**config.mk**
```make
export PLATFORM = sky130hd
export DESIGN_NAME = irq_vec_ctrl
export DESIGN_NICKNAME = d
export VERILOG_FILES = /design/src/rtl/irq_vec_pkg.sv /design/src/rtl/irq_edge_det.sv /design/src/rtl/irq_pick.sv /design/src/rtl/irq_nest.sv /design/src/rtl/irq_vec_ctrl.sv
export SDC_FILE = /design/constraint.sdc
export NUM_CORES = 1
export LEC_CHECK = 0
export BUFFER_PORTS_ARGS = -buffer_cell sky130_fd_sc_hd__buf_2
export CAP_MARGIN = 20
export CORE_ASPECT_RATIO = 0.8
export CORE_MARGIN = 2
export CORE_UTILIZATION = 35
export CTS_BUF_LIST = sky130_fd_sc_hd__clkbuf_16
export DETAILED_ROUTE_END_ITERATION = 10
export GPL_TIMING_DRIVEN = 0
export MAX_ROUTING_LAYER = met4
export PLACE_DENSITY = 0.73
export SYNTH_ARGS = -nofsm -noshare
export SYNTH_HDL_FRONTEND = slang
export SYNTH_SLANG_ARGS = --single-unit
```
**constraint.sdc**
```tcl
create_clock -name clk -period 3.47 [get_ports clk]
set_clock_uncertainty 0.1 [all_clocks]
set_input_delay 0.5205 -clock clk [delete_from_list [all_inputs] [get_ports clk]]
set_output_delay 0.5205 -clock clk [all_outputs]
set_load 0.02 [all_outputs]
```
**src/rtl/irq_vec_pkg.sv**
```systemverilog
package irq_vec_pkg;
    localparam int NSRC  = 6;
    localparam int IDX_W = $clog2(NSRC);

    localparam int SRC_X0 = 0;
    localparam int SRC_T0 = 1;
    localparam int SRC_X1 = 2;
    localparam int SRC_T1 = 3;
    localparam int SRC_SR = 4;
    localparam int SRC_T2 = 5;

    typedef enum logic [1:0] {
        ST_SCAN  = 2'd0,
        ST_OFFER = 2'd1,
        ST_GRANT = 2'd2
    } seq_state_t;
endpackage

```
**src/rtl/irq_edge_det.sv**
```systemverilog
module irq_edge_det #(
    parameter int N_PIN = 2
) (
    input  logic             clk,
    input  logic             rst_n,
    input  logic [N_PIN-1:0] pin_n,
    input  logic [N_PIN-1:0] edge_sel,
    input  logic [N_PIN-1:0] clr,
    output logic [N_PIN-1:0] pend
);
    logic [N_PIN-1:0] prev_q;
    logic [N_PIN-1:0] flag_q;

    for (genvar p = 0; p < N_PIN; p++) begin : g_pin
        logic fall;
        assign fall = prev_q[p] & ~pin_n[p];

        always_ff @(posedge clk or negedge rst_n) begin
            if (!rst_n) begin
                prev_q[p] <= 1'b1;
                flag_q[p] <= 1'b0;
            end else begin
                prev_q[p] <= pin_n[p];
                if (!edge_sel[p])
                    flag_q[p] <= 1'b0;
                else if (fall)
                    flag_q[p] <= 1'b1;
                else if (clr[p])
                    flag_q[p] <= 1'b0;
            end
        end

        assign pend[p] = edge_sel[p] ? flag_q[p] : ~pin_n[p];


        edge_capture_chk: assert property (@(posedge clk) disable iff (!rst_n)
            (edge_sel[p] && fall) |=> flag_q[p]);
    end
endmodule

```
**src/rtl/irq_pick.sv**
```systemverilog
module irq_pick #(
    parameter int N  = 6,
    parameter int IW = 3
) (
    input  logic         clk,
    input  logic         rst_n,
    input  logic [N-1:0] req,
    input  logic [N-1:0] hi,
    input  logic         allow_hi,
    input  logic         allow_lo,
    output logic         valid,
    output logic         win_hi,
    output logic [IW-1:0] idx
);
    logic [N-1:0] elig_hi;
    logic [N-1:0] elig_lo;
    logic [N-1:0] cand;

    always_comb begin
        elig_hi = req & hi & {N{allow_hi}};
        elig_lo = req & ~hi & {N{allow_lo}};
        win_hi  = |elig_hi;
        cand    = win_hi ? elig_hi : elig_lo;
        valid   = |cand;
        idx     = '0;
        for (int i = N - 1; i >= 0; i--) begin
            if (cand[i]) idx = IW'(i);
        end
    end


    win_pending_chk: assert property (@(posedge clk) disable iff (!rst_n)
        valid |-> req[idx]);

    win_level_chk: assert property (@(posedge clk) disable iff (!rst_n)
        (valid && win_hi) |-> hi[idx]);
endmodule

```
**src/rtl/irq_nest.sv**
```systemverilog
module irq_nest (
    input  logic clk,
    input  logic rst_n,
    input  logic push,
    input  logic push_hi,
    input  logic pop,
    output logic allow_hi,
    output logic allow_lo
);
    logic act_lo_q, act_hi_q;
    logic lo_mid, hi_mid;

    always_comb begin
        lo_mid = act_lo_q;
        hi_mid = act_hi_q;
        if (pop) begin
            if (hi_mid) hi_mid = 1'b0;
            else        lo_mid = 1'b0;
        end
    end

    always_ff @(posedge clk or negedge rst_n) begin
        if (!rst_n) begin
            act_lo_q <= 1'b0;
            act_hi_q <= 1'b0;
        end else begin
            act_lo_q <= lo_mid | (push & ~push_hi);
            act_hi_q <= hi_mid | (push & push_hi);
        end
    end

    assign allow_hi = ~act_hi_q;
    assign allow_lo = ~act_hi_q & ~act_lo_q;


    no_push_over_hi_chk: assert property (@(posedge clk) disable iff (!rst_n)
        push |-> !act_hi_q);

    pop_hi_first_chk: assert property (@(posedge clk) disable iff (!rst_n)
        (pop && !push && act_hi_q) |=> (!act_hi_q && act_lo_q == $past(act_lo_q)));
endmodule

```
**src/rtl/irq_vec_ctrl.sv**
```systemverilog
module irq_vec_ctrl
    import irq_vec_pkg::*;
#(
    parameter int VEC_W      = 16,
    parameter int VEC_BASE   = 3,
    parameter int VEC_STRIDE = 8
) (
    input  logic             clk,
    input  logic             rst_n,
    input  logic [1:0]       ext_n,
    input  logic [1:0]       ext_edge_sel,
    input  logic             t0_ovf,
    input  logic             t1_ovf,
    input  logic             ser_evt,
    input  logic             t2_evt,
    input  logic             glb_en,
    input  logic [NSRC-1:0]  src_en,
    input  logic [NSRC-1:0]  prio_hi,
    input  logic             prio_off,
    input  logic             wake_any,
    input  logic             sleep,
    input  logic             cpu_take,
    input  logic             reti,
    output logic             irq_req,
    output logic [VEC_W-1:0] irq_vec,
    output logic [NSRC-1:0]  ack_clr,
    output logic             wake,
    output logic             wake_novec
);
    seq_state_t        state, nxt;
    logic [IDX_W-1:0]  sel_idx;
    logic              sel_hi;
    logic [1:0]        ext_pend;
    logic [NSRC-1:0]   pend, gated, eff_hi, hw_mask;
    logic              allow_hi, allow_lo;
    logic              pick_valid, pick_hi;
    logic [IDX_W-1:0]  pick_idx;
    logic              push;

    irq_edge_det #(.N_PIN(2)) u_edge (
        .clk      (clk),
        .rst_n    (rst_n),
        .pin_n    (ext_n),
        .edge_sel (ext_edge_sel),
        .clr      ({ack_clr[SRC_X1], ack_clr[SRC_X0]}),
        .pend     (ext_pend)
    );

    always_comb begin
        pend            = '0;
        pend[SRC_X0]    = ext_pend[0];
        pend[SRC_T0]    = t0_ovf;
        pend[SRC_X1]    = ext_pend[1];
        pend[SRC_T1]    = t1_ovf;
        pend[SRC_SR]    = ser_evt;
        pend[SRC_T2]    = t2_evt;
        hw_mask         = '0;
        hw_mask[SRC_X0] = ext_edge_sel[0];
        hw_mask[SRC_T0] = 1'b1;
        hw_mask[SRC_X1] = ext_edge_sel[1];
        hw_mask[SRC_T1] = 1'b1;
    end

    assign gated  = pend & src_en & {NSRC{glb_en}};
    assign eff_hi = prio_hi & ~{NSRC{prio_off}};

    irq_pick #(.N(NSRC), .IW(IDX_W)) u_pick (
        .clk      (clk),
        .rst_n    (rst_n),
        .req      (gated),
        .hi       (eff_hi),
        .allow_hi (allow_hi),
        .allow_lo (allow_lo),
        .valid    (pick_valid),
        .win_hi   (pick_hi),
        .idx      (pick_idx)
    );

    irq_nest u_nest (
        .clk      (clk),
        .rst_n    (rst_n),
        .push     (push),
        .push_hi  (sel_hi),
        .pop      (reti),
        .allow_hi (allow_hi),
        .allow_lo (allow_lo)
    );

    always_comb begin
        nxt = state;
        unique case (state)
            ST_SCAN:  if (pick_valid && !sleep) nxt = ST_OFFER;
            ST_OFFER: if (cpu_take)             nxt = ST_GRANT;
            ST_GRANT:                           nxt = ST_SCAN;
            default:                            nxt = ST_SCAN;
        endcase
    end

    always_ff @(posedge clk or negedge rst_n) begin
        if (!rst_n) begin
            state   <= ST_SCAN;
            sel_idx <= '0;
            sel_hi  <= 1'b0;
        end else begin
            state <= nxt;
            if (state == ST_SCAN && nxt == ST_OFFER) begin
                sel_idx <= pick_idx;
                sel_hi  <= pick_hi;
            end
        end
    end

    always_comb begin
        irq_req = 1'b0;
        push    = 1'b0;
        ack_clr = '0;
        irq_vec = VEC_W'(VEC_BASE) + VEC_W'(sel_idx) * VEC_W'(VEC_STRIDE);
        unique case (state)
            ST_SCAN:  ;
            ST_OFFER: irq_req = 1'b1;
            ST_GRANT: begin
                push    = 1'b1;
                ack_clr = (NSRC'(1) << sel_idx) & hw_mask;
            end
            default:  ;
        endcase
    end

    assign wake       = sleep & (wake_any ? |pend : |gated);
    assign wake_novec = sleep & wake_any & |pend;


    offer_hold_chk: assert property (@(posedge clk) disable iff (!rst_n)
        (irq_req && !cpu_take) |=> (irq_req && $stable(irq_vec)));

    ack_onehot_chk: assert property (@(posedge clk) disable iff (!rst_n)
        $onehot0(ack_clr));

    ack_after_take_chk: assert property (@(posedge clk) disable iff (!rst_n)
        (|ack_clr) |-> $past(irq_req && cpu_take));

    no_offer_asleep_chk: assert property (@(posedge clk) disable iff (!rst_n)
        $rose(irq_req) |-> !$past(sleep));

    novec_implies_wake_chk: assert property (@(posedge clk) disable iff (!rst_n)
        wake_novec |-> wake);
endmodule

```
==> run_summary.xml, run 1 <==
<?xml version="1.0" encoding="UTF-8"?>
<metrics>
  <group name="die">
    <metric name="die_height" unit="um">53.2</metric>
    <metric name="floorplan.die_area" unit="um^2">3480</metric>
    <metric name="ios" unit="">53</metric>
    <metric name="initial_utilization" unit="%">37.7</metric>
    <metric name="num_rows" unit="">17</metric>
    <metric name="core_area" unit="um^2">2810</metric>
    <metric name="fp.dieW" unit="um">65.5</metric>
  </group>
  <group name="finish">
    <metric name="finish.utilization" unit="%">50.5</metric>
    <metric name="instances_no_fill" unit="">222</metric>
    <metric name="area_growth_syn_to_layout" unit="%">34.1</metric>
    <metric name="stdcell_area" unit="um^2">1420</metric>
    <metric name="design.final.nets" unit="">213</metric>
    <metric name="insertedDiodeCount" unit="">0</metric>
    <metric name="drive_gt1_share" unit="%">39.7</metric>
  </group>
  <group name="clocking">
    <metric name="post_cts.repair.setup_buffers" unit="">0</metric>
    <metric name="clk_pin_slew_worst_paths" unit="ns">0.04</metric>
    <metric name="cts-hold-fix-buffers" unit="">0</metric>
    <metric name="cts_root_buffer" unit="">sky130_fd_sc_hd__clkbuf_16</metric>
    <metric name="clock_insertion_delay_worst_skew" unit="ns">0.24</metric>
    <metric name="cts_num_sinks" unit="">12</metric>
    <metric name="tritoncts" unit="">done</metric>
    <metric name="cts_repair_resize_count" unit="">0</metric>
    <metric name="cts_buffers" unit="">3</metric>
    <metric name="htree_num_levels" unit="">1</metric>
    <metric name="clk_buf_depth" unit="">2</metric>
  </group>
  <group name="route">
    <metric name="vias" unit="">1080</metric>
    <metric name="detail-route-antenna-nets" unit="">0</metric>
    <metric name="drt_first_iter_violations" unit="">66</metric>
    <metric name="route.detailed.vias_per_inst" unit="">4.86</metric>
    <metric name="totalWireLength" unit="um">2520</metric>
    <metric name="first_pass_detailed_route_iteration_total" unit="">4</metric>
    <metric name="drt_drc_violations_left" unit="">0</metric>
    <metric name="routedWlPerCell" unit="um">11.4</metric>
  </group>
  <group name="logic_synthesis">
    <metric name="synth-warning-count" unit="">0</metric>
    <metric name="number_of_enable_type_register_cells_in_the_synthesized_netlist" unit="">0</metric>
    <metric name="post_synth_main_area_contributors" unit="">sky130_fd_sc_hd__dfrtp_1 24%, sky130_fd_sc_hd__buf_4 11%, sky130_fd_sc_hd__nand2_1 5.3%</metric>
    <metric name="seq_area_frac_synth" unit="%">28.6</metric>
    <metric name="postSynth.asyncResetShare" unit="%">100</metric>
    <metric name="synth-seq-cells" unit="">12</metric>
    <metric name="syn-cell-area" unit="um^2">1060</metric>
    <metric name="cell_accounting_for_the_most_synthesized_area" unit="">sky130_fd_sc_hd__dfrtp_1</metric>
    <metric name="ys_types" unit="">43</metric>
    <metric name="avgSynthCellArea" unit="um^2">8.13</metric>
    <metric name="yosys.area.top_type_share" unit="%">23.7</metric>
    <metric name="synth_cells" unit="">130</metric>
    <metric name="ys_dominant_reg_cell" unit="">sky130_fd_sc_hd__dfrtp_1</metric>
  </group>
  <group name="timing">
    <metric name="min_period_over_period" unit="%">80.9</metric>
    <metric name="final-setup-viol-count" unit="">0</metric>
    <metric name="maxSlewViolCount" unit="">0</metric>
    <metric name="timing.fmax" unit="MHz">356</metric>
    <metric name="setup-tns-final" unit="ns">0</metric>
    <metric name="timing.slew.headroom" unit="%">58.1</metric>
    <metric name="final-hold-violation-count" unit="">0</metric>
    <metric name="tightest_slew" unit="ns">0.623</metric>
    <metric name="setup_repair_after_global_routing_missed_its_margin" unit="">false</metric>
    <metric name="fin_crit" unit="ns">2.81</metric>
  </group>
  <group name="grt">
    <metric name="global_route.usage.total" unit="%">16.1</metric>
    <metric name="global_route.overflow_total" unit="">0</metric>
    <metric name="grt_antenna_before_repair" unit="">0</metric>
    <metric name="first_pass_grt_wire_length" unit="um">4170</metric>
    <metric name="grt_max_degree" unit="">13</metric>
    <metric name="first_global_vias" unit="">919</metric>
  </group>
  <group name="run_status">
    <metric name="result_of_the_run" unit="">finished, final reports clean</metric>
  </group>
  <group name="run">
    <metric name="drv.max_cap_violation_count" unit="">0</metric>
  </group>
  <group name="critical_path">
    <metric name="worstPathMaxFanout" unit="">7</metric>
    <metric name="worst_ep_arrival_time" unit="ns">2.83</metric>
    <metric name="critPathKind" unit="">reg -&gt; reg</metric>
    <metric name="timing.critical_path.to_type" unit="">flip-flop</metric>
    <metric name="cp.required" unit="ns">3.49</metric>
    <metric name="start_kind" unit="">flip-flop</metric>
    <metric name="reg2reg_slack" unit="ns">0.66</metric>
  </group>
  <group name="placed_design">
    <metric name="dpl-instance-area" unit="um^2">1340</metric>
    <metric name="hpwl" unit="um">2090</metric>
    <metric name="placement.io_buffers" unit="">37</metric>
    <metric name="gp_routability_congestion" unit="">0.956</metric>
    <metric name="dp.cells" unit="">218</metric>
  </group>
  <group name="hold_path">
    <metric name="min-delay-path-class" unit="">in -&gt; async</metric>
  </group>
  <group name="power_and_ir_drop">
    <metric name="ir_worst_vdd" unit="uV">229</metric>
    <metric name="power_density" unit="nW/um^2">501</metric>
    <metric name="p_leak" unit="nW">0.771</metric>
  </group>
</metrics>
-- flip-flops by register name (all words and copies together), names as in the netlist --
| register | flops |
|---|---|
| sel_idx | 3 |
| state | 2 |
| u_edge.flag_q | 2 |
| u_edge.prev_q | 2 |
| sel_hi | 1 |
| u_nest.act_hi_q | 1 |
| u_nest.act_lo_q | 1 |
-- final timing paths --
| check | startpoint | cells after the start | end |
|---|---|---|---|
| worst max-delay path | u_nest.act_hi_q | 8 | sel_idx[0] |
| worst min register to register | sel_hi | 1 | u_nest.act_lo_q |
| worst max register to register | u_nest.act_hi_q | 8 | sel_idx[0] |
| max in group asynchronous | rst_n | 1 | u_edge.prev_q[1] |
| worst min-delay path | rst_n | 1 | sel_idx[0] |
| min in group clk | ext_n[0] | 1 | u_edge.prev_q[0] |
-- cells by family after synthesis --
kind of cell,Yosys count,share of synthesized area (%)
simple gates,57,29.5
compound gates,32,23.2
buf+inv,25,15.9
flops,12,28.6
mux,2,2.13
other cells,2,0.710
-- where the power goes --
group / switching (mW) / internal (mW) / total, mW / leakage (nW)
Clock: 0.0574 / 0.151 / 0.209 / 0.0385
Sequential: 0.0381 / 0.179 / 0.217 / 0.152
Combinational: 0.156 / 0.127 / 0.284 / 0.580
-- critical path, cell delays in order (launching register included) --
cell and delay, ns:
sky130_fd_sc_hd__dfrtp_1 0.44, sky130_fd_sc_hd__nor3b_1 0.51, sky130_fd_sc_hd__o21ai_0 0.30, sky130_fd_sc_hd__and3_1 0.23, sky130_fd_sc_hd__buf_6 0.13, sky130_fd_sc_hd__a21boi_1 0.24
sky130_fd_sc_hd__o21ai_2 0.14, sky130_fd_sc_hd__o31ai_4 0.24, sky130_fd_sc_hd__mux2_2 0.36
-- placed cells by master (no fill, tap or decap), drive strengths merged, types with 2 or more instances in the layout --
master   count
a21oi        5
and2         3
and2b        3
and3         8
buf         53
clkbuf       4
conb        15
dfrtp       10
dfstp        2
inv          8
mux2         2
nand2       15
nand2b       2
nand3        5
nand4        2
nor2         7
nor2b        4
nor3         4
o21a         2
o21ai        8
o22ai        2
o2bb2ai      2
-- cell type report --
type                            instances  area, um^2
Fill cell                             282        1390
Multi-Input combinational cell        106         636
Sequential cell                        12         303
Timing Repair Buffer                   37         185
Buffer                                 17         138
Clock buffer                            3        75.1
Tap cell                               38        47.5
Inverter                                8        30.0
Clock inverter                          1        3.75
-- layer usage --
metal / track usage, % / vias to the layer above / share of wire, %
met1: 21.2 / 492 / 46
met5: - / - / 0
met3: 3.62 / 0 / 8.4
met4: 3.13 / 0 / 0
met2: 25.9 / 44 / 45
li1: - / 544 / -
-- cell usage after synthesis (all sizes together) (4+ instances only) --
cell type / number
nand2: 15
inv: 8
a21oi: 5
and3: 8
buf: 16
o21ai: 8
nor3: 4
nor2: 7
dfrtp: 10
nand3: 5
nor2b: 4
-- through the flow --
| stage | setup WS (ns) | hold slack, ns | power [mW] |
|---|---|---|---|
| final | 0.663 | 0.0558 | 0.710 |
| after global routing | 0.467 | 0.0773 | 0.759 |
| after CTS | 0.678 | 0.0601 | 0.715 |
| after detailed placement | 0.446 | 0.311 | 0.499 |
| after global placement | 0.451 | 0.309 | 0.497 |
| after floorplan | 0.751 | 0.125 | 0.418 |
Note: power is estimated with default switching activity, not from simulation.
==> run 2, diff against run 1 <==
--- a/config.mk
+++ b/config.mk
@@ -5,6 +5,7 @@
 export SDC_FILE = /design/constraint.sdc
 export NUM_CORES = 1
 export LEC_CHECK = 0
+export ABC_AREA = 1
 export BUFFER_PORTS_ARGS = -buffer_cell sky130_fd_sc_hd__buf_2
 export CAP_MARGIN = 20
 export CORE_ASPECT_RATIO = 0.8
@@ -14,7 +15,7 @@
 export DETAILED_ROUTE_END_ITERATION = 10
 export GPL_TIMING_DRIVEN = 0
 export MAX_ROUTING_LAYER = met4
-export PLACE_DENSITY = 0.73
+export PLACE_DENSITY = 0.75
 export SYNTH_ARGS = -nofsm -noshare
 export SYNTH_HDL_FRONTEND = slang
 export SYNTH_SLANG_ARGS = --single-unit
==> constraint.sdc (replaced) <==
create_clock -name clk -period 2.3 [get_ports clk]
set_clock_uncertainty 0.1 [all_clocks]
set_input_delay 0.345 -clock clk [delete_from_list [all_inputs] [get_ports clk]]
set_output_delay 0.345 -clock clk [all_outputs]
set_load 0.02 [all_outputs]
==> run 2 against run 1 <==
  * Routed wire length shrank 5.6%
  * Via count is essentially flat
  * Count of clock-buffer cells in the layout is the same
  * Utilization grew 0.20 points
==> run_summary.xml, run 2 <==
<?xml version="1.0" encoding="UTF-8"?>
<metrics>
  <group name="power_and_ir_drop">
    <metric name="totalPowerFinal" unit="mW">0.997</metric>
    <metric name="p_leak" unit="nW">0.836</metric>
    <metric name="ir_worst_vdd" unit="uV">396</metric>
    <metric name="power_density" unit="nW/um^2">695</metric>
  </group>
  <group name="clocking">
    <metric name="clock_insertion_delay_worst_skew" unit="ns">0.24</metric>
    <metric name="clk_buf_depth" unit="">2</metric>
    <metric name="htree_num_levels" unit="">1</metric>
    <metric name="cts_buffers" unit="">3</metric>
    <metric name="post_cts.repair.setup_buffers" unit="">0</metric>
    <metric name="cts_root_buffer" unit="">sky130_fd_sc_hd__clkbuf_16</metric>
    <metric name="clk_pin_slew_worst_paths" unit="ns">0.04</metric>
    <metric name="tritoncts" unit="">done</metric>
    <metric name="cts_num_sinks" unit="">12</metric>
  </group>
  <group name="finish">
    <metric name="final_cell_mix" unit="">38 x sky130_fd_sc_hd__buf_2, 31 x sky130_fd_sc_hd__nand2_1, 26 x sky130_fd_sc_hd__inv_1, 15 x sky130_fd_sc_hd__buf_4, 15 x sky130_fd_sc_hd__conb_1</metric>
    <metric name="mostFrequentLayoutCell" unit="">sky130_fd_sc_hd__buf_2</metric>
    <metric name="design.final.nets" unit="">244</metric>
    <metric name="area_growth_syn_to_layout" unit="%">34.8</metric>
    <metric name="drive_gt1_share" unit="%">38.1</metric>
    <metric name="largest_register_ffs" unit="">3</metric>
    <metric name="largest_reg_by_ff_count" unit="">sel_idx</metric>
    <metric name="insertedDiodeCount" unit="">0</metric>
  </group>
  <group name="critical_path">
    <metric name="critPathMaxStageDelay" unit="ns">0.52</metric>
    <metric name="worstPathMaxFanout" unit="">2</metric>
    <metric name="timing.critical_path.to_type" unit="">output port</metric>
    <metric name="critPathKind" unit="">reg -&gt; out</metric>
    <metric name="ff2ff_path_depth" unit="">12</metric>
    <metric name="cpMaxStageDelayCell" unit="">sky130_fd_sc_hd__a2111oi_0</metric>
    <metric name="reg2reg_slack" unit="ns">0.42</metric>
    <metric name="worst_ep_arrival_time" unit="ns">1.57</metric>
    <metric name="worstReg2RegEnd" unit="">sel_idx[0]</metric>
    <metric name="timing.critical_path.from" unit="">u_edge.flag_q[1]</metric>
    <metric name="timing.critical_path.to" unit="">wake</metric>
    <metric name="start_kind" unit="">flip-flop</metric>
    <metric name="cp.required" unit="ns">1.86</metric>
    <metric name="crit-reg2reg-launch" unit="">u_edge.flag_q[1]</metric>
    <metric name="cp_cell_sequence" unit="">inv_1 -&gt; nand2_1 -&gt; a2111oi_0 -&gt; a211oi_1 -&gt; buf_2</metric>
  </group>
  <group name="placed_design">
    <metric name="gp_routability_congestion" unit="">0.800</metric>
    <metric name="placement.io_buffers" unit="">37</metric>
    <metric name="hpwl" unit="um">1970</metric>
  </group>
  <group name="route">
    <metric name="detail-route-antenna-nets" unit="">0</metric>
    <metric name="totalWireLength" unit="um">2380</metric>
    <metric name="drt_first_iter_violations" unit="">23</metric>
    <metric name="route.detailed.vias_per_inst" unit="">4.27</metric>
    <metric name="vias" unit="">1081</metric>
    <metric name="routedWlPerCell" unit="um">9.40</metric>
    <metric name="first_pass_detailed_route_iteration_total" unit="">4</metric>
    <metric name="drt_drc_violations_left" unit="">0</metric>
  </group>
  <group name="timing">
    <metric name="final-setup-viol-count" unit="">0</metric>
    <metric name="tightest_slew" unit="ns">0.519</metric>
    <metric name="timing.slew.headroom" unit="%">64.5</metric>
    <metric name="min_period_over_period" unit="%">87.7</metric>
    <metric name="timing.fmax" unit="MHz">496</metric>
    <metric name="final-hold-violation-count" unit="">0</metric>
    <metric name="setup_repair_after_global_routing_missed_its_margin" unit="">false</metric>
    <metric name="setup-tns-final" unit="ns">0</metric>
    <metric name="maxSlewViolCount" unit="">0</metric>
    <metric name="fin_crit" unit="ns">2.02</metric>
  </group>
  <group name="logic_synthesis">
    <metric name="seq_area_frac_synth" unit="%">28.5</metric>
    <metric name="number_of_enable_type_register_cells_in_the_synthesized_netlist" unit="">0</metric>
    <metric name="synth-seq-cells" unit="">12</metric>
    <metric name="avgSynthCellArea" unit="um^2">6.65</metric>
    <metric name="synth.most_common_cell" unit="">sky130_fd_sc_hd__nand2_1</metric>
    <metric name="postSynth.asyncResetShare" unit="%">100</metric>
    <metric name="cell_accounting_for_the_most_synthesized_area" unit="">sky130_fd_sc_hd__dfrtp_1</metric>
    <metric name="most_common_library_cells_after_synthesis" unit="">31 x sky130_fd_sc_hd__nand2_1, 25 x sky130_fd_sc_hd__inv_1, 15 x sky130_fd_sc_hd__buf_4</metric>
    <metric name="synth-warning-count" unit="">0</metric>
    <metric name="yosys.area.top_type_share" unit="%">23.5</metric>
    <metric name="post_synth_main_area_contributors" unit="">sky130_fd_sc_hd__dfrtp_1 24%, sky130_fd_sc_hd__nand2_1 11%, sky130_fd_sc_hd__buf_4 11%</metric>
    <metric name="synth_cells" unit="">160</metric>
    <metric name="ys_dominant_reg_cell" unit="">sky130_fd_sc_hd__dfrtp_1</metric>
    <metric name="ys_types" unit="">31</metric>
    <metric name="syn-cell-area" unit="um^2">1060</metric>
  </group>
  <group name="grt">
    <metric name="first_global_vias" unit="">949</metric>
    <metric name="first_pass_grt_wire_length" unit="um">3860</metric>
    <metric name="global_route.overflow_total" unit="">0</metric>
    <metric name="grt_max_degree" unit="">13</metric>
    <metric name="grt_antenna_before_repair" unit="">0</metric>
    <metric name="global_route.usage.total" unit="%">14.9</metric>
  </group>
  <group name="die">
    <metric name="num_rows" unit="">17</metric>
    <metric name="die_height" unit="um">53.3</metric>
    <metric name="initial_utilization" unit="%">37.6</metric>
    <metric name="ios" unit="">53</metric>
    <metric name="core_area" unit="um^2">2830</metric>
    <metric name="floorplan.die_area" unit="um^2">3500</metric>
    <metric name="fp.dieW" unit="um">65.6</metric>
  </group>
  <group name="run">
    <metric name="drv.max_cap_violation_count" unit="">0</metric>
  </group>
  <group name="run_status">
    <metric name="result_of_the_run" unit="">finished, final reports clean</metric>
  </group>
  <group name="hold_path">
    <metric name="min-delay-path-class" unit="">in -&gt; reg</metric>
  </group>
</metrics>
==> run 2: changes by cell type in the layout (fill, tap and decap cells not counted), moves of 5 or more <==
| cell | previous run | this run |
|---|---|---|
| sky130_fd_sc_hd__nor2_1 | 7 | 13 |
| sky130_fd_sc_hd__o21ai_0 | 7 | 1 |
| sky130_fd_sc_hd__nand2_1 | 15 | 31 |
| sky130_fd_sc_hd__a21oi_1 | 5 | 0 |
| sky130_fd_sc_hd__nand3_1 | 5 | 12 |
| sky130_fd_sc_hd__inv_1 | 8 | 26 |
| sky130_fd_sc_hd__nand2_2 | 0 | 9 |
==> run 2: kinds of logic after synthesis <==
group                  share of synthesized area (%)
DFF                                             28.5
and+or+nand+nor                                 41.4
AOI/OAI and AO/OA                               7.65
buffers and inverters                           21.8
other                                          0.706
==> run 2: layer usage <==
metal	track usage, %	routed length (um)	vias to the layer above
li1	-	-	586
met1	17.4	1060	460
met2	24.7	1100	33
met3	6.17	218	2
met4	2.08	6	0
met5	-	0	-
==> run 2: repair_timing <==
item	CTS	global route
hold buffers	1	0
endpoints found under the setup margin	0	0
resized for setup	0	0
endpoints found under the hold margin	10	0
==> run 2: layout make-up <==
cell class / count / area, um^2
Timing Repair Buffer: 38 / 195
Clock buffer: 3 / 75.1
Buffer: 16 / 118
Multi-Input combinational cell: 115 / 578
Tap cell: 38 / 47.5
Sequential cell: 12 / 303
Inverter: 30 / 114
Clock inverter: 1 / 3.75
Fill cell: 306 / 1400
==> run 2: worst min path at each step <==
stage	startpoint	to	slack, ns	depth (start not counted)
floorplan	rst_n	sel_hi	-0.05	0
global placement	rst_n	u_edge.flag_q[1]	0.13	1
detailed placement	rst_n	u_edge.flag_q[1]	0.14	1
CTS	ext_n[0]	u_edge.prev_q[0]	0.12	1
global route	ext_n[0]	u_edge.prev_q[0]	0.12	1
finish	ext_n[0]	u_edge.prev_q[0]	0.13	1
==> run 2: power breakdown <==
| group | internal, mW | total [mW] | switching (mW) | leakage, nW |
|---|---|---|---|---|
| clock network | 0.228 | 0.311 | 0.0830 | 0.0423 |
| logic | 0.140 | 0.384 | 0.244 | 0.641 |
| registers | 0.264 | 0.302 | 0.0378 | 0.153 |
==> run 2: stage by stage <==
stage / util, % / std cells / hold WS (ns) / setup WS (ns) / instance area [um^2]
floorplan: - / 173 / -0.0506 / 0.480 / 1110
global placement: 47.5 / 248 / 0.131 / 0.266 / 1350
detailed placement: 47.5 / 248 / 0.135 / 0.289 / 1350
CTS: 50.7 / 253 / 0.125 / 0.253 / 1430
global route: 50.7 / 253 / 0.124 / 0.172 / 1430
finish: 50.7 / 253 / 0.129 / 0.283 / 1430
==> run 2: worst max-delay path: cells and delay by family, from the launching register on <==
family | cells | cell delay, ns
compound gates | 2 | 0.65
flops | 1 | 0.35
buf+inv | 2 | 0.27
simple gates | 1 | 0.07
==> run 3, diff against run 2 <==
--- a/config.mk
+++ b/config.mk
@@ -5,7 +5,6 @@
 export SDC_FILE = /design/constraint.sdc
 export NUM_CORES = 1
 export LEC_CHECK = 0
-export ABC_AREA = 1
 export BUFFER_PORTS_ARGS = -buffer_cell sky130_fd_sc_hd__buf_2
 export CAP_MARGIN = 20
 export CORE_ASPECT_RATIO = 0.8
==> run 3 against run 2 <==
  * The flow now finishes with violations (setup timing)
  * Cell area is 9.0% higher
  * Register-to-register slack worse by 0.62 ns
  * Maximum frequency is 19% lower
  * Sequential share of layout area is 1.7 points lower
  * Non-clock buffer count is 10 higher
  * Critical path type is now reg -> reg
==> run_summary.xml, run 3 (synthesis results as in run 1) <==
<?xml version="1.0" encoding="UTF-8"?>
<metrics>
  <group name="hold_path">
    <metric name="min-delay-path-class" unit="">in -&gt; reg</metric>
    <metric name="min_to" unit="">u_edge.prev_q[1]</metric>
    <metric name="worst_hold_path.num_cells" unit="">1</metric>
    <metric name="worst_hold_startpoint" unit="">ext_n[1]</metric>
  </group>
  <group name="critical_path">
    <metric name="critPathKind" unit="">reg -&gt; reg</metric>
    <metric name="worst_ep_arrival_time" unit="ns">2.52</metric>
    <metric name="cp_cell_sequence" unit="">or3b_4 -&gt; o41a_1 -&gt; and3_4 -&gt; a41oi_2 -&gt; o21ai_2 -&gt; o31ai_4 -&gt; mux2_4</metric>
    <metric name="worstPathMaxFanout" unit="">7</metric>
    <metric name="timing.critical_path.to_type" unit="">flip-flop</metric>
    <metric name="critPathMaxStageDelay" unit="ns">0.41</metric>
    <metric name="reg2reg_slack" unit="ns">-0.20</metric>
    <metric name="cp.required" unit="ns">2.32</metric>
    <metric name="start_kind" unit="">flip-flop</metric>
    <metric name="crit-reg2reg-launch" unit="">u_nest.act_hi_q</metric>
    <metric name="ff2ff_path_depth" unit="">7</metric>
    <metric name="cpMaxStageDelayCell" unit="">sky130_fd_sc_hd__dfrtp_2</metric>
    <metric name="worstReg2RegEnd" unit="">sel_hi</metric>
  </group>
  <group name="die">
    <metric name="die_height" unit="um">53.2</metric>
    <metric name="num_rows" unit="">17</metric>
    <metric name="initial_utilization" unit="%">37.7</metric>
    <metric name="core_area" unit="um^2">2810</metric>
    <metric name="ios" unit="">53</metric>
    <metric name="floorplan.die_area" unit="um^2">3480</metric>
    <metric name="fp.dieW" unit="um">65.5</metric>
  </group>
  <group name="clocking">
    <metric name="tritoncts" unit="">done</metric>
    <metric name="cts_num_sinks" unit="">12</metric>
    <metric name="cts_buffers" unit="">3</metric>
    <metric name="htree_num_levels" unit="">1</metric>
    <metric name="cts_root_buffer" unit="">sky130_fd_sc_hd__clkbuf_16</metric>
    <metric name="clock_insertion_delay_worst_skew" unit="ns">0.24</metric>
    <metric name="clk_buf_depth" unit="">2</metric>
    <metric name="clk_pin_slew_worst_paths" unit="ns">0.04</metric>
  </group>
  <group name="grt">
    <metric name="global_route.overflow_total" unit="">0</metric>
    <metric name="first_global_vias" unit="">977</metric>
    <metric name="grt_max_degree" unit="">13</metric>
    <metric name="grt_antenna_before_repair" unit="">0</metric>
    <metric name="first_pass_grt_wire_length" unit="um">4220</metric>
    <metric name="global_route.usage.total" unit="%">16.9</metric>
  </group>
  <group name="route">
    <metric name="drt_first_iter_violations" unit="">30</metric>
    <metric name="routedWlPerCell" unit="um">11.3</metric>
    <metric name="detail-route-antenna-nets" unit="">0</metric>
    <metric name="first_pass_detailed_route_iteration_total" unit="">4</metric>
    <metric name="vias" unit="">1100</metric>
    <metric name="totalWireLength" unit="um">2620</metric>
    <metric name="drt_drc_violations_left" unit="">0</metric>
    <metric name="route.detailed.vias_per_inst" unit="">4.74</metric>
  </group>
  <group name="power_and_ir_drop">
    <metric name="totalPowerFinal" unit="mW">1.16</metric>
    <metric name="internal_power_contribution" unit="mW">0.755</metric>
    <metric name="p_leak" unit="nW">0.846</metric>
    <metric name="power_density" unit="nW/um^2">745</metric>
    <metric name="ir_worst_vdd" unit="uV">405</metric>
    <metric name="p_sw_share" unit="%">35.1</metric>
    <metric name="power_frac_clock" unit="%">27.2</metric>
    <metric name="combPwrFrac" unit="%">45.1</metric>
    <metric name="pwr-share-seq" unit="%">27.7</metric>
    <metric name="net-switching-power" unit="mW">0.409</metric>
  </group>
  <group name="timing">
    <metric name="final-hold-violation-count" unit="">0</metric>
    <metric name="maxSlewViolCount" unit="">0</metric>
    <metric name="setup-tns-final" unit="ns">-0.488</metric>
    <metric name="timing.slew.headroom" unit="%">56.4</metric>
    <metric name="final-setup-viol-count" unit="">3</metric>
    <metric name="fin_crit" unit="ns">2.50</metric>
    <metric name="fin_ws" unit="ns">-0.199</metric>
    <metric name="setup_repair_after_global_routing_missed_its_margin" unit="">true</metric>
    <metric name="timing.fmax" unit="MHz">400</metric>
    <metric name="min_period_over_period" unit="%">109</metric>
    <metric name="tightest_slew" unit="ns">0.650</metric>
    <metric name="finalHoldWorstSlack" unit="ns">0.121</metric>
  </group>
  <group name="finish">
    <metric name="drive_gt1_share" unit="%">48.5</metric>
    <metric name="largest_register_ffs" unit="">3</metric>
    <metric name="filler_cell_count" unit="">274</metric>
    <metric name="design.final.nets" unit="">223</metric>
    <metric name="finish.utilization" unit="%">55.7</metric>
    <metric name="insertedDiodeCount" unit="">0</metric>
    <metric name="final_cell_mix" unit="">37 x sky130_fd_sc_hd__buf_2, 24 x sky130_fd_sc_hd__buf_4, 15 x sky130_fd_sc_hd__conb_1, 14 x sky130_fd_sc_hd__nand2_1, 9 x sky130_fd_sc_hd__dfrtp_1</metric>
    <metric name="mostFrequentLayoutCell" unit="">sky130_fd_sc_hd__buf_2</metric>
    <metric name="area_growth_syn_to_layout" unit="%">47.8</metric>
    <metric name="final-seq-area" unit="um^2">304</metric>
    <metric name="multi_input_area" unit="um^2">702</metric>
    <metric name="largest_reg_by_ff_count" unit="">sel_idx</metric>
  </group>
  <group name="run_status">
    <metric name="result_of_the_run" unit="">finished, violations left</metric>
    <metric name="failed_checks" unit="">setup timing</metric>
  </group>
  <group name="run">
    <metric name="drv.max_cap_violation_count" unit="">0</metric>
  </group>
  <group name="placed_design">
    <metric name="gp_routability_congestion" unit="">0.961</metric>
    <metric name="placement.io_buffers" unit="">37</metric>
    <metric name="dp_worst_setup_slack" unit="ns">-0.510</metric>
    <metric name="hpwl" unit="um">2090</metric>
  </group>
</metrics>
-- run 3: cell count changes in the layout (fill, tap and decap cells not counted), moves of 6 or more --
| cell | before | now |
|---|---|---|
| sky130_fd_sc_hd__nand3_1 | 12 | 4 |
| sky130_fd_sc_hd__inv_1 | 26 | 8 |
| sky130_fd_sc_hd__buf_4 | 15 | 24 |
| sky130_fd_sc_hd__nand2_2 | 9 | 1 |
| sky130_fd_sc_hd__nor2_1 | 13 | 7 |
| sky130_fd_sc_hd__nand2_1 | 31 | 14 |
-- run 3: what timing repair did --
item	4_1_cts	5_1_grt
cloned	0	0
endpoints found under the setup margin	5	5
endpoints found under the hold margin	10	0
pin swaps	6	8
hold buffers	1	0
gates resized for setup	11	6
buffers inserted	9	2
-- run 3: layout make-up --
cell class | count | area share [%]
multi-input combinational | 106 | 44.9
clock buffer | 3 | 4.80
sequential | 12 | 19.5
clock inverter | 1 | 0.240
buffer | 16 | 8.09
inverter | 8 | 1.92
timing repair buffer | 48 | 17.5
tap | 38 | 3.04
-- run 3: power by group through the flow --
stage	combinational [mW]	sequential [mW]	clock, mW
2_1_floorplan	0.307	0.343	0
3_3_place_gp	0.442	0.326	0
3_5_place_dp	0.448	0.327	0
4_1_cts	0.501	0.324	0.325
5_1_grt	0.570	0.331	0.339
6_report	0.524	0.323	0.317
-- run 3: how the worst max path moves through the flow --
stage	start	end	slack [ns]
after floorplan	u_nest.act_hi_q	sel_hi	-0.19
after global placement	prio_off	sel_idx[0]	-0.47
after detailed placement	prio_off	sel_hi	-0.51
after CTS	u_nest.act_hi_q	sel_hi	-0.18
after global routing	u_nest.act_hi_q	sel_idx[0]	-0.24
final	u_nest.act_hi_q	sel_hi	-0.20
-- run 3: through the flow --
| step | instance area (um^2) | instances |
|---|---|---|
| after floorplan | 1120 | 143 |
| after CTS | 1540 | 231 |
| after global placement | 1360 | 218 |
| after detailed placement | 1360 | 218 |
| after global routing | 1560 | 232 |
| final | 1560 | 232 |
-- run 3: worst max-delay path: cells and delay by family, from the launching register on --
family             cells  cell delay, ns
and+or+nand+nor        2            0.61
muxes                  1            0.32
DFF                    1            0.41
AOI/OAI and AO/OA      4            0.93
-- run 3: metal layers --
metal	up-vias	GRT usage (%)	share of wire, %	wire length [um]
li1	566	-	-	-
met1	497	20.1	45	1190
met2	33	27.9	46	1200
met3	4	5.53	7.6	198
met4	0	4.17	1.0	27
met5	-	-	0	0
